### src/rtl/btic.sv
`timescale 1ns/1ps
module btic #(
  parameter int ADDR_W = 32,
  parameter int DATA_W = 32,
  parameter int SETS   = 16,
  parameter int WORDS  = 4
) (
  input  logic              clk,
  input  logic              rst_n,
  input  logic              flush,
  input  logic              br_valid,
  input  logic [ADDR_W-1:0] br_target,
  input  logic              mem_valid,
  input  logic [DATA_W-1:0] mem_data,
  output logic              hit,
  output logic              out_valid,
  output logic [DATA_W-1:0] out_data
);
  localparam int IDX_W = $clog2(SETS);
  localparam int CNT_W = $clog2(WORDS);
  localparam int TAG_W = ADDR_W - IDX_W - 2;
  localparam logic [CNT_W-1:0] LAST = CNT_W'(WORDS - 1);

  logic [SETS-1:0]   vld [2];
  logic [SETS-1:0]   lru;
  logic [TAG_W-1:0]  tags [2][SETS];
  logic [DATA_W-1:0] dat  [2][SETS][WORDS];

  logic [IDX_W-1:0] idx;
  logic [TAG_W-1:0] tag_in;
  logic [1:0]       way_hit;
  logic             hit_any, hit_way, victim;

  logic             hit_q;
  logic             s_act, s_way;
  logic [IDX_W-1:0] s_set;
  logic [CNT_W-1:0] s_cnt;
  logic             f_act, f_way;
  logic [IDX_W-1:0] f_set;
  logic [CNT_W-1:0] f_cnt;

  assign idx    = br_target[IDX_W+1:2];
  assign tag_in = br_target[ADDR_W-1:IDX_W+2];

  for (genvar w = 0; w < 2; w++) begin : g_cmp
    assign way_hit[w] = vld[w][idx] && (tags[w][idx] == tag_in);
  end

  assign hit_any = |way_hit;
  assign hit_way = way_hit[1];
  assign victim  = lru[idx];

  logic do_alloc, fill_wr;
  assign do_alloc = br_valid && !flush && !hit_any;
  assign fill_wr  = f_act && mem_valid && !br_valid && !flush;

  assign hit       = hit_q;
  assign out_valid = s_act;
  assign out_data  = dat[s_way][s_set][s_cnt];

  always_ff @(posedge clk) begin
    if (!rst_n) begin
      vld[0] <= '0;
      vld[1] <= '0;
      lru    <= '0;
      hit_q  <= 1'b0;
      s_act  <= 1'b0;
      s_way  <= 1'b0;
      s_set  <= '0;
      s_cnt  <= '0;
      f_act  <= 1'b0;
      f_way  <= 1'b0;
      f_set  <= '0;
      f_cnt  <= '0;
    end else if (flush) begin
      vld[0] <= '0;
      vld[1] <= '0;
      hit_q  <= 1'b0;
      s_act  <= 1'b0;
      f_act  <= 1'b0;
    end else if (br_valid) begin
      hit_q <= hit_any;
      if (hit_any) begin
        s_act    <= 1'b1;
        s_way    <= hit_way;
        s_set    <= idx;
        s_cnt    <= '0;
        lru[idx] <= ~hit_way;
        f_act    <= 1'b0;
      end else begin
        s_act            <= 1'b0;
        f_act            <= 1'b1;
        f_way            <= victim;
        f_set            <= idx;
        f_cnt            <= '0;
        vld[victim][idx] <= 1'b0;
      end
    end else begin
      hit_q <= 1'b0;
      if (s_act) begin
        if (s_cnt == LAST) s_act <= 1'b0;
        else               s_cnt <= s_cnt + 1'b1;
      end
      if (fill_wr) begin
        f_cnt <= f_cnt + 1'b1;
        if (f_cnt == LAST) begin
          f_act             <= 1'b0;
          vld[f_way][f_set] <= 1'b1;
          lru[f_set]        <= ~f_way;
        end
      end
    end
  end

  always_ff @(posedge clk) begin
    if (do_alloc) tags[victim][idx] <= tag_in;
    if (fill_wr)  dat[f_way][f_set][f_cnt] <= mem_data;
  end

  p_aligned_r2: assert property (@(posedge clk) disable iff (!rst_n)
    br_valid |-> br_target[1:0] == 2'b00);

  p_hit_cause_r2: assert property (@(posedge clk) disable iff (!rst_n)
    hit |-> $past(br_valid && !flush));

  p_hit_stream_r3: assert property (@(posedge clk) disable iff (!rst_n)
    hit |-> out_valid);

  p_stream_cont_r3: assert property (@(posedge clk) disable iff (!rst_n)
    (out_valid && !hit) |-> $past(out_valid));

  p_stream_end_r3: assert property (@(posedge clk) disable iff (!rst_n)
    (out_valid && s_cnt == LAST && !br_valid && !flush) |=> !out_valid);

  p_abort_r8: assert property (@(posedge clk) disable iff (!rst_n)
    (f_act && br_valid && !flush) |=> !vld[$past(f_way)][$past(f_set)]);

  p_flush_r10: assert property (@(posedge clk) disable iff (!rst_n)
    flush |=> (vld[0] == '0 && vld[1] == '0 && !hit && !out_valid));
endmodule

### config.mk
export PLATFORM = sky130hd
export DESIGN_NAME = btic
export DESIGN_NICKNAME = d
export VERILOG_FILES = /design/src/rtl/btic.sv
export SDC_FILE = /design/constraint.sdc
export NUM_CORES = 2
export LEC_CHECK = 0
export BUFFER_PORTS_ARGS = -buffer_cell sky130_fd_sc_hd__clkbuf_2
export CAP_MARGIN = 20
export CORE_MARGIN = 10
export CORE_UTILIZATION = 63
export DETAILED_ROUTE_END_ITERATION = 8
export PLACE_DENSITY = 0.78
export SYNTH_ARGS = -nofsm -noshare
export SYNTH_HDL_FRONTEND = slang
export SYNTH_MEMORY_MAX_BITS = 65536
export SYNTH_SLANG_ARGS = --single-unit
### constraint.sdc
create_clock -name clk -period 6.35 [get_ports clk]
set_input_delay 0 -clock clk [delete_from_list [all_inputs] [get_ports clk]]
set_output_delay 0 -clock clk [all_outputs]
set_load 0.01 [all_outputs]
# ---- Word level (Yosys, flattened, before mapping)
# Memories as Yosys holds them, arrays and structs flattened. A register that Yosys moved wholly into a read port is not among the register bits.
# Index checks and enable logic that the tools add are counted.
dict set report word_totals {
  output_inout_bits 34
  wordCells 153
  ramBits 4960
  register_bits 33
  n_memories 3
}
dict set report op_classes {
  n_lt_le_gt_ge 12
  n_reduce_logical 29
  addsub 2
  eq_ne 7
  bitwise_logic 13
  mux 77
}
# memory depth width read_ports rd_clocked_by_memory_dff write_ports line
set memory_table {}
lappend memory_table {dat 2 2048 1 1 1 27} ;# logic [DATA_W-1:0] dat [2][SETS][WORDS];
lappend memory_table {tags 2 416 2 0 1 26} ;# logic [TAG_W-1:0] tags [2][SETS];
lappend memory_table {vld 2 16 2 0 2 24} ;# logic [SETS-1:0] vld [2];
# operator n
set ops {}
lappend ops {{$mux W2048} 1}
lappend ops {{$bmux W128 S4} 1}
lappend ops {{$demux W128 S4} 1}
lappend ops {{$mux W416} 1}
lappend ops {{$mux W128} 3}
lappend ops {{$bmux W26 S4} 2}
lappend ops {{$mux W16} 12}
lappend ops {{$mux W26} 5}
lappend ops {{$demux W26 S4} 1}
lappend ops {{$mux W32} 3}
lappend ops {{$bmux W32 S2} 1}
lappend ops {{$demux W32 S2} 1}
lappend ops {{$eq A26 B26 Y1} 2}
lappend ops {{$bwmux W16} 2}
lappend ops {{$reduce_or A16 Y1} 2}
lappend ops {{$mux W1} 31}
lappend ops {{$ge A5 B5 Y1 const B} 3}
lappend ops {{$not A4 Y5} 3}
lappend ops {{$mux W2} 7}
lappend ops {{$bmux W1 S4} 3}
lappend ops {{$logic_and A1 B1 Y1} 12}
lappend ops {{$lt A4 B5 Y1 const B} 2}
lappend ops {{$lt A5 B1 Y1 const B} 2}
lappend ops {{$reduce_and A3 Y1} 3}
lappend ops {{17 further kinds} 36}

# ---- Longest topological paths before layout
dict set report depth {
  word_depth 15
  ltp_mapped 18
  depth_no_buf 10
}

# ---- Worst setup path before layout
# Ideal clock, no wire load.
dict set report synth_timing {
  kind {input to register}
  from {input port br_target[2]}
  to {memory tags[1][156] (netlist name) (enable)}
  path_buffers 7
  path_slack_ps 1681
  setup_ps 409
  path_stages 17
  t_arrival_ps 4260
  cell_sequence {buf_6 > buf_4 > buf_2 > buf_2 > mux4_2 > o221ai_1 > a21oi_1 > a211oi_1 > o21ai_0 > nand4_1 > nor4_4 > or3b_1 > buf_6 > or2_1 > buf_4 > buf_4 > nor2_1}
}
dict set report synth_between {
  elab_chain_len 11
  word_cells_on_any_way 27
}
# item line
set synth_rtl {}
lappend synth_rtl {{from (decl)} 12} ;# input logic [ADDR_W-1:0] br_target,
lappend synth_rtl {{$not A4 Y5 (not written as such)} {46, 116}}
lappend synth_rtl {{$bmux W26 S4} 46} ;# assign way_hit[w] = vld[w][idx] && (tags[w][idx] == tag_in);
lappend synth_rtl {{$mux W26 (not written as such) (2 in series)} 46}
lappend synth_rtl {{$eq A26 B26 Y1} 46}
lappend synth_rtl {{$logic_and A1 B1 Y1} 46}
lappend synth_rtl {{$reduce_or A2 Y1} 49} ;# assign hit_any = |way_hit;
lappend synth_rtl {{$logic_not A1 Y1} 54} ;# assign do_alloc = br_valid && !flush && !hit_any;
lappend synth_rtl {{$logic_and A1 B1 Y1} 54}
lappend synth_rtl {{$mux W1} 116} ;# if (do_alloc) tags[victim][idx] <= tag_in;
lappend synth_rtl {{$mux W416 (not written as such)} 116}
lappend synth_rtl {{to (decl)} 26}
# Parallel ways exist; a longest one is shown, timed or not. The select of a mux whose other input is x is not followed.

==> results.toml <==
[logic_synthesis]
yosys.area.top_type = "edfxtp_1"
synthArstFlopShare = 0
synth_fp_nets = 8061
synth-seq-cells = 4994
netlist_area_mm2 = 0.193
ys_types = 83
synthTopCellsByArea = "edfxtp_1 77%, mux4_2 18%, mux2i_1 0.66%"
synth_edf_count = 4960
ys_warn_count = 0
syn_inst = 7987
seq_area_frac_synth = 0.776
synth_top_area_frac = 0.773
ys.flop_type = "edfxtp_1"
avgSynthCellArea_um2 = 24.1

[timing]
fin_tns_setup_ns = 0
finalCritPeriodShare = 0.854
worst_pin_slew_ns = 1.22
fmax_mhz = 184
fin_skew_ns = 0.0945
slew_headroom = 0.186
finalWorstSetupSlack_ns = 0.927
finalSetupViolations = 0
fin_crit_ns = 5.42
holdWs_ns = 0.0695
slew_violations = 0
rsz0062_at_grt = "no"
hold_viol = 0

[pwr]
intPower_mw = 52.3
pwr-share-clk = 0.431
irDropWorstVdd_mv = 0.299
p_comb_frac = 0.021
seq_power_share = 0.549
p_sw_frac = 0.209
p_sw_mw = 13.8
pwr_density_cell_mw_per_mm2 = 305
p_leak_nw = 65.3
power_mw = 66.1

[cells_and_area]
final_cell_mix = "4960 x edfxtp_1, 1524 x mux4_2, 470 x clkbuf_16"
post-route-cell-area_mm2 = 0.217
fillers = 15700
syn_to_final_growth_pct = 12.5
nNetsFinal = 8607
fin_util = 0.710
drive_above_1_share = 0.328
fin_cells = 13100
final_common_cell = "edfxtp_1"

[die]
fp.dieW_um = 573
initial_utilization = 0.631
fp.coreArea_mm2 = 0.305
fp.dieH_um = 573
io_pins = 103
row_count = 203
die-area_mm2 = 0.328

[place]
place_area_mm2 = 0.201
gp_routability_congestion = 0.861
place_inst = 12100
io_buffers = 100
hpwl_um = 264000
pre_cts_slack_ns = 1.30

[worst_setup_path]
cp_common_cell = "mux4_2"
endpoint_kind = "output port"
slowest_stage = "dfxtp_4"
crit_type = "reg2out"
crit_path_max_incr_delay_ns = 1.12
path_cells = "buf_4 -> buf_4 -> mux4_2 -> mux4_2 -> mux4_2 -> mux2_2 -> clkbuf_2"
critPathMaxFanout = 33
start_kind = "register"
arrival_ns = 5.42
critical_path_required_ns = 6.35

[clock_tree]
clockBufferDepth = 4
clock-sinks = 4994
htree_levels = 5
cts_buffers = 467
path_clk_slew_ns = 0.07
cts_tree = "yes"
clk_latency_ns = 1.02
cts_root_buf = "clkbuf_16"

[outcome]
outcome = "complete, no violations"

[global_routing]
grt_usage = 0.324
grt_first_pass_wirelength_um = 761000
globalRoute.busiestLayer = "met2"
overflow = 0
grtUsageMet1 = 0.431
gr-usage-met2 = 0.517
grt_antenna_before_repair = 57
use_met3 = 0.0878
grt_pass1_vias = 98100
grt_max_degree = 116

[drt]
drc = 0
postRouteAntennaNets = 0
firstDrtPassIters = 7
routed_wirelength_um = 538000
wl_per_cell_um = 41.1
dr_total_vias = 96300
drtIter0Drc = 17500
vias_per_cell = 7.37

[run]
drv_cap = 0

[min_path]
holdCritPathClass = "in2reg"
==> per-layer routing <==
layer	vias up	wire, um
met1	50400	173000
met4	30	28000
met3	1531	73900
li1	35600	-
met5	-	197
met2	8770	263000
==> cell type report <==
type	instances	area (um2)	share of cell area
tap	4100	5130	0.0237
clock inverter	297	3150	0.0145
multi-input combinational	2522	42000	0.194
timing repair buffer	527	4590	0.0212
clock buffer	568	12100	0.0559
antenna	40	100	0.000462
sequential	4994	150000	0.690
inverter	21	78.8	0.000363
==> critical path: cells and delay by family, from the launching register on <==
kind                   cells  cell delay (ns)
buffers and inverters      3             1.18
DFF                        1             1.12
muxes                      4             2.02
==> cell families (layout without fill, tap and decap cells) <==
| group | after synthesis | after routing | synth area share |
|---|---|---|---|
| DFF | 4994 | 4994 | 0.776 |
| muxes | 1718 | 1718 | 0.189 |
| and+or+nand+nor | 504 | 504 | 0.0115 |
| buffers and inverters | 471 | 1413 | 0.0112 |
| AOI/OAI and AO/OA | 235 | 235 | 0.00891 |
| xor gates and xnor gates | 60 | 60 | 0.00273 |
| adders and majority gates | 5 | 5 | 0.000325 |
| other | 0 | 40 | 0 |
==> state kept, by name, summed over array words and instances, names as in the netlist, 2 cells and up, named ones only <==
| signal | cells |
|---|---|
| lru | 16 |
| s_cnt | 2 |
| tags | 832 |
| dat | 4096 |
| vld | 32 |
| s_set | 4 |
| f_cnt | 2 |
| f_set | 4 |
==> worst paths after layout <==
check                     from      endpoint  slack [ns]  cells after the start
setup / recovery      register  out_data[17]        0.93                      7
hold / removal    br_target[6]   tags[1][26]        0.07                      2
setup reg to reg  tags[1][288]  tags[1][250]        1.82                     13
hold reg to reg        lru[10]       lru[10]        0.50                      2
==> power groups by stage <==
stage | Sequential (mW) | Clock [mW] | Combinational [mW]
3_3_place_gp | 37.0 | 0 | 1.17
2_1_floorplan | 37.0 | 0 | 0.472
3_5_place_dp | 37.0 | 0 | 1.24
4_1_cts | 36.3 | 28.6 | 1.31
6_report | 36.3 | 28.5 | 1.36
5_1_grt | 36.2 | 29.8 | 1.41
==> repair_timing <==
action	CTS	global route
resized for setup	0	0
hold buffers	70	0
endpoints found under the hold margin	2717	0
setup buffers	0	0
==> cells in the mapped netlist, types with 13 or more instances <==
cell type	count
a211o_1	14
mux2_2	61
nor2_1	291
edfxtp_1	4960
nor3_1	31
mux4_2	1524
buf_1	81
o21ai_0	24
clkbuf_1	297
a22oi_1	20
o221a_2	15
a31oi_1	24
inv_1	17
buf_2	26
nand2_1	76
dfxtp_1	34
a221oi_1	14
o22ai_1	19
buf_4	15
nor2b_1	13
a21oi_1	36
nand3_1	36
buf_6	18
xnor2_1	44
mux2i_1	128
xor2_1	16
Note: power is estimated with default switching activity, not from simulation.
